`config.mk`:
```
export PLATFORM = sky130hd
export DESIGN_NAME = ring_play_dma
export DESIGN_NICKNAME = d
export VERILOG_FILES = /design/src/rtl/ring_play_dma_pkg.sv /design/src/rtl/ring_ptr_unit.sv /design/src/rtl/sample_unpack.sv /design/src/rtl/ring_play_dma.sv
export SDC_FILE = /design/constraint.sdc
export NUM_CORES = 1
export LEC_CHECK = 0
export BUFFER_PORTS_ARGS = -buffer_cell sky130_fd_sc_hd__buf_4
export CAP_MARGIN = 20
export CORE_MARGIN = 4
export CORE_UTILIZATION = 33
export DETAILED_ROUTE_END_ITERATION = 8
export GPL_ROUTABILITY_DRIVEN = 0
export PLACE_DENSITY = 0.63
export SYNTH_ARGS = -nofsm -noshare
export SYNTH_HDL_FRONTEND = slang
export SYNTH_SLANG_ARGS = --single-unit
```
`constraint.sdc`:
```
create_clock -name clk -period 2.9 [get_ports clk]
set_clock_uncertainty 0.15 [all_clocks]
set_input_delay 0.725 -clock clk [delete_from_list [all_inputs] [get_ports clk]]
set_output_delay 0.725 -clock clk [all_outputs]
set_load 0.1 [all_outputs]
```
`src/rtl/ring_play_dma_pkg.sv`:
```
// Shared types for the ring-buffer playback fetch engine.
package ring_play_dma_pkg;
    typedef enum logic [1:0] {
        ST_IDLE = 2'd0,
        ST_REQ  = 2'd1,
        ST_DATA = 2'd2
    } fetch_state_t;
endpackage

```
`src/rtl/ring_ptr_unit.sv`:
```
// Read pointer and period logic. The pointer advances one burst per
// completion and wraps to the start after the last slot. The period counter
// runs across wraps and raises a pulse plus a sticky flag.
// Assumes: start and last are burst aligned, and init arrives while idle.
module ring_ptr_unit #(
    parameter int ADDR_W      = 32,
    parameter int BURST_BYTES = 256,
    parameter int PERIOD_W    = 16
) (
    input  logic                clk,
    input  logic                rst_n,
    input  logic [ADDR_W-1:0]   start_addr,
    input  logic [ADDR_W-1:0]   last_addr,
    input  logic [PERIOD_W-1:0] period,
    input  logic                init,
    input  logic                burst_done,
    input  logic                irq_clear,
    output logic [ADDR_W-1:0]   rd_ptr,
    output logic                period_irq,
    output logic                irq_status
);
    localparam logic [ADDR_W-1:0] STEP = ADDR_W'(BURST_BYTES);

    logic [PERIOD_W-1:0] cnt;
    logic                hit;

    // Period match on the burst now completing.
    assign hit = burst_done && !init && (period != '0) && (cnt == period - 1'b1);

    // Pointer: reload on init, advance or wrap on each completed burst.
    always_ff @(posedge clk) begin
        if (!rst_n)          rd_ptr <= '0;
        else if (init)       rd_ptr <= start_addr;
        else if (burst_done) rd_ptr <= (rd_ptr == last_addr) ? start_addr : rd_ptr + STEP;
    end

    // Burst counter within the current period.
    always_ff @(posedge clk) begin
        if (!rst_n || init) cnt <= '0;
        else if (burst_done) cnt <= hit ? '0 : cnt + 1'b1;
    end

    // One-cycle interrupt pulse and sticky status (set wins over clear).
    always_ff @(posedge clk) begin
        if (!rst_n) begin
            period_irq <= 1'b0;
            irq_status <= 1'b0;
        end else begin
            period_irq <= hit;
            if (hit)            irq_status <= 1'b1;
            else if (irq_clear) irq_status <= 1'b0;
        end
    end
endmodule

```
`src/rtl/sample_unpack.sv`:
```
// Holds one memory word and emits it as one full-width sample, or as two
// half-width samples (low half first), left-justified. Back-pressures its input.
// Assumes: pack16 does not change while a word is held.
module sample_unpack #(
    parameter int DATA_W = 32
) (
    input  logic              clk,
    input  logic              rst_n,
    input  logic              pack16,
    input  logic              in_valid,
    output logic              in_ready,
    input  logic [DATA_W-1:0] in_data,
    output logic              out_valid,
    input  logic              out_ready,
    output logic [DATA_W-1:0] out_data
);
    localparam int HALF_W = DATA_W / 2;

    logic              hold;
    logic              upper;
    logic [DATA_W-1:0] word;
    logic              last_part;
    logic [HALF_W-1:0] half;

    assign last_part = !pack16 || upper;
    assign in_ready  = !hold || (out_ready && last_part);
    assign out_valid = hold;
    assign half      = upper ? word[DATA_W-1:HALF_W] : word[HALF_W-1:0];
    assign out_data  = pack16 ? {half, {HALF_W{1'b0}}} : word;

    // Word holding register and half selector.
    always_ff @(posedge clk) begin
        if (!rst_n) begin
            hold  <= 1'b0;
            upper <= 1'b0;
            word  <= '0;
        end else if (in_valid && in_ready) begin
            hold  <= 1'b1;
            upper <= 1'b0;
            word  <= in_data;
        end else if (hold && out_ready) begin
            if (last_part) hold  <= 1'b0;
            else           upper <= 1'b1;
        end
    end
endmodule

```
`src/rtl/ring_play_dma.sv`:
```
// Top of the ring-buffer playback fetch engine. An idle/request/data
// sequencer fetches one burst at a time while both enables are set, feeds
// the words to the unpacker and reports each completion to the pointer unit.
// Assumes: the memory returns words only after the request is accepted.
module ring_play_dma #(
    parameter int ADDR_W      = 32,
    parameter int DATA_W      = 32,
    parameter int BURST_BYTES = 256,
    parameter int PERIOD_W    = 16
) (
    input  logic                clk,
    input  logic                rst_n,
    input  logic [ADDR_W-1:0]   cfg_start_addr,
    input  logic [ADDR_W-1:0]   cfg_last_addr,
    input  logic [PERIOD_W-1:0] cfg_period,
    input  logic                cfg_pack16,
    input  logic                cfg_fill_en,
    input  logic                cfg_drain_en,
    input  logic                ptr_init,
    input  logic                irq_clear,
    output logic                mem_req_valid,
    input  logic                mem_req_ready,
    output logic [ADDR_W-1:0]   mem_req_addr,
    input  logic                mem_rsp_valid,
    output logic                mem_rsp_ready,
    input  logic [DATA_W-1:0]   mem_rsp_data,
    output logic                smp_valid,
    input  logic                smp_ready,
    output logic [DATA_W-1:0]   smp_data,
    output logic [ADDR_W-1:0]   rd_ptr,
    output logic                busy,
    output logic                period_irq,
    output logic                irq_status
);
    import ring_play_dma_pkg::*;

    localparam int BEATS  = BURST_BYTES / (DATA_W / 8);
    localparam int BEAT_W = $clog2(BEATS);

    fetch_state_t      state;
    logic [BEAT_W-1:0] beat;
    logic              unpack_ready;
    logic              rsp_fire;
    logic              burst_done;
    logic              run;

    assign run           = cfg_fill_en && cfg_drain_en;
    assign mem_req_valid = (state == ST_REQ);
    assign mem_req_addr  = rd_ptr;
    assign mem_rsp_ready = (state == ST_DATA) && unpack_ready;
    assign rsp_fire      = mem_rsp_valid && mem_rsp_ready;
    assign burst_done    = rsp_fire && (beat == BEAT_W'(BEATS - 1));
    assign busy          = (state != ST_IDLE);

    // Burst sequencer: start only when enabled, always finish a started burst.
    always_ff @(posedge clk) begin
        if (!rst_n) begin
            state <= ST_IDLE;
            beat  <= '0;
        end else begin
            case (state)
                ST_IDLE: if (run) state <= ST_REQ;
                ST_REQ: if (mem_req_ready) begin
                    state <= ST_DATA;
                    beat  <= '0;
                end
                ST_DATA: if (rsp_fire) begin
                    beat <= beat + 1'b1;
                    if (burst_done) state <= ST_IDLE;
                end
                default: state <= ST_IDLE;
            endcase
        end
    end

    ring_ptr_unit #(
        .ADDR_W(ADDR_W), .BURST_BYTES(BURST_BYTES), .PERIOD_W(PERIOD_W)
    ) u_ptr (
        .clk(clk), .rst_n(rst_n),
        .start_addr(cfg_start_addr), .last_addr(cfg_last_addr),
        .period(cfg_period), .init(ptr_init), .burst_done(burst_done),
        .irq_clear(irq_clear), .rd_ptr(rd_ptr),
        .period_irq(period_irq), .irq_status(irq_status)
    );

    sample_unpack #(.DATA_W(DATA_W)) u_unpack (
        .clk(clk), .rst_n(rst_n), .pack16(cfg_pack16),
        .in_valid(mem_rsp_valid && (state == ST_DATA)), .in_ready(unpack_ready),
        .in_data(mem_rsp_data),
        .out_valid(smp_valid), .out_ready(smp_ready), .out_data(smp_data)
    );
endmodule

```
==> results.txt <==
critical setup path kind: input pin to primary output
Multi-input gate area: 3550 sq um
IO buf count: 223
critical path required time: 2.03 ns
TritonCTS clock tree: built
CP Capture Type: primary output
Worst Path Arrival: 1.84 ns
Post-synth top cells: nand2_1 (110), dfxtp_1 (92), xnor2_1 (67)
met2 routed WL: 8990 microns
leading area contributor after synthesis: dfxtp_1
XOR/XNOR share of the synthesized area: 10.8%
Power Total: 3.68 mW
Gate Count Post-Synth: 727
number of fill cells in the layout: 1760
Final Hold Vio Count: 0
Syn Nets: 854
Design Area, Final: 8160 sq um
post-synthesis compound-gate area fraction: 13.9%
register area: 1850 sq um
fmax: 368 MHz
worst reg-to-reg path cell count: 8
remaining antenna violation count: 0
largest net degree at the start of global routing: 38
Min-Delay Startpoint: u_unpack.word[16]
initial core utilization: 33.6%
Max-Cap Viols: 0
FF-to-FF setup slack: 0.41 ns
CTS sink cnt: 92
via count: 5918
hold_buf cts: 0
Post-synth ARST share: 0%
total CTS buffers: 9
worst slew pin tran: 0.529 ns
CTS root buf: clkbuf_16
share of layout cells above drive strength 1: 37.8%
Syn Area/Cell: 8.00 sq um
Worst R2R Start: state[0]
post_cts resized: 0
met3 WL: 1400 microns
Synth cell types: 67
Row Count: 48
H-Tree Depth: 3
Area after DPL: 7840 sq um
fraction of the cycle the final worst path needs: 93.6%
Slew headroom: 64.7%
Mapped Area: 5820 sq um
worst setup path start: cfg_pack16
initial antenna violation count: 0
largest family of logic cells by synthesized area: simple AND/OR/NAND/NOR gates
Leak: 3.20 nW
Synth top area share: 31.6%
Slew Viols, Final: 0
simple-gate share of the synthesized area: 28.6%
Avg Vias per Cell: 5.07
global route overflow: 0
drt total wl: 19200 microns
first-pass GRT wire length: 30000 microns
Max rail drop VDD: 0.307 mV
# Post-CTS Setup Buffers: 0
Synth Area in Adders: 1.08%
Final nets: 1064
DR top layer: met4
Setup crit start kind: input pin
most common cell in the netlist: nand2_1
Hold Path End: u_unpack.word[16]
top cells by area, synth: dfxtp_1 (32%), xnor2_1 (10%), nand2_1 (7.1%), buf_4 (4.1%), a21oi_1 (3.9%)
drt first pass iters: 5
die area: 19800 sq um
Min-Delay Path Class: register to register
FF+latch count, synth: 92
hold depth: 2
Clock Pin Slew Worst Setup and Hold Paths: 0.07 ns
vias in the first global route: 5659
post-route worst setup slack: 0.186 ns
PwrDens: 451 nW/um^2
WHS: 0.305 ns
Period minus WS final: 2.71 ns
predominant post-synthesis flop cell: dfxtp_1
reg2reg end: u_ptr.cnt[0]
IO Pins: 224
worst skew pair latency: 0.35 ns
RSZ-0062 raised after global routing: no
sequential area share after synthesis: 31.6%
All-Layer GR Usage: 18.7%
EDFF count, synth: 0
antenna fix cells: 0
Initial DRC Count: 381
final setup fails: 0
crit-path max FO: 9
mux share of post-synthesis cell area: 5.89%
die width: 141 microns
DP Worst Slack: -0.164 ns
Routed WL per cell: 16.5 microns
yosys warns: 0
CTS max path bufs: 2
die height: 141 microns
Core ar.: 17300 sq um
Area Overhead vs Synth: 40.2%
outcome: completed
dpl hpwl: 14500 microns
Metal-1 WL: 8480 microns
Residual DRC: 0
-- layer usage --
layer | vias to the layer above | track usage [%]
li1 | 2960 | -
met4 | 0 | 5.51
met2 | 221 | 30.6
met5 | - | 0
met1 | 2718 | 24.7
met3 | 19 | 4.24
-- kinds of logic after synthesis --
kind of cell	Yosys count
buf+inv	88
mux	32
simple gates	310
flops	92
fa+ha+maj	5
compound gates	128
xor+xnor	72
-- metrics by stage --
step / TNS, ns / util (%) / cells
6_report: 0 / 47.2 / 1167
5_1_grt: 0 / 47.2 / 1167
4_1_cts: 0 / 47.2 / 1167
3_5_place_dp: -2.21 / 45.3 / 1151
3_3_place_gp: -1.64 / 45.3 / 1151
2_1_floorplan: -2.42 / - / 727
-- sequential cells by signal, indices dropped and copies added, names as in the netlist --
name	flops
u_unpack.out_valid	1
u_ptr.irq_status	1
u_ptr.rd_ptr	32
u_unpack.upper	1
state	2
beat	6
u_unpack.word	32
u_ptr.period_irq	1
u_ptr.cnt	16
-- where the power goes --
group | switching, mW | internal, mW | leakage (nW) | total, mW
clock network | 0.551 | 0.727 | 0.157 | 1.28
registers | 0.0622 | 1.30 | 0.750 | 1.36
logic | 0.709 | 0.333 | 2.29 | 1.04
-- critical path, stage by stage --
cell and delay (ns):
buf_4 0.10, nor2b_2 0.21, buf_4 0.22, mux2_2 0.35, buf_4 0.23
-- layout by cell type, fill, tap and decap left out, drive strengths merged, types with 4 or more instances in the layout --
cell type,instances
and2,6
nand2,110
mux2,18
o21a,6
xnor2,67
or4,6
nor2b,22
a2bb2oi,5
nor4,19
a21oi,45
or3,4
nand3,22
nand4,23
inv,18
mux2i,14
nor2,38
ha,5
nand3b,8
a31oi,19
o21ai,22
dfxtp,92
nor3,34
o31ai,5
clkbuf,11
buf,272
xor2,5
-- how the worst max path moves through the flow --
stage / end / cells past startpoint / slack (ns)
3_5_place_dp: u_ptr.irq_status / 10 / -0.16
3_3_place_gp: u_ptr.irq_status / 10 / -0.12
2_1_floorplan: smp_data[10] / 2 / -0.23
6_report: smp_data[19] / 5 / 0.19
4_1_cts: smp_data[19] / 5 / 0.17
5_1_grt: smp_data[23] / 5 / 0.13
-- cell type report --
cell class | count | area share, %
tap | 225 | 3.45
sequential | 92 | 22.7
timing repair buffer | 272 | 25.5
inverter | 15 | 0.905
clock inverter | 5 | 0.798
clock buffer | 11 | 3.10
multi-input combinational | 547 | 43.6
(Power assumes the default switching activity.)
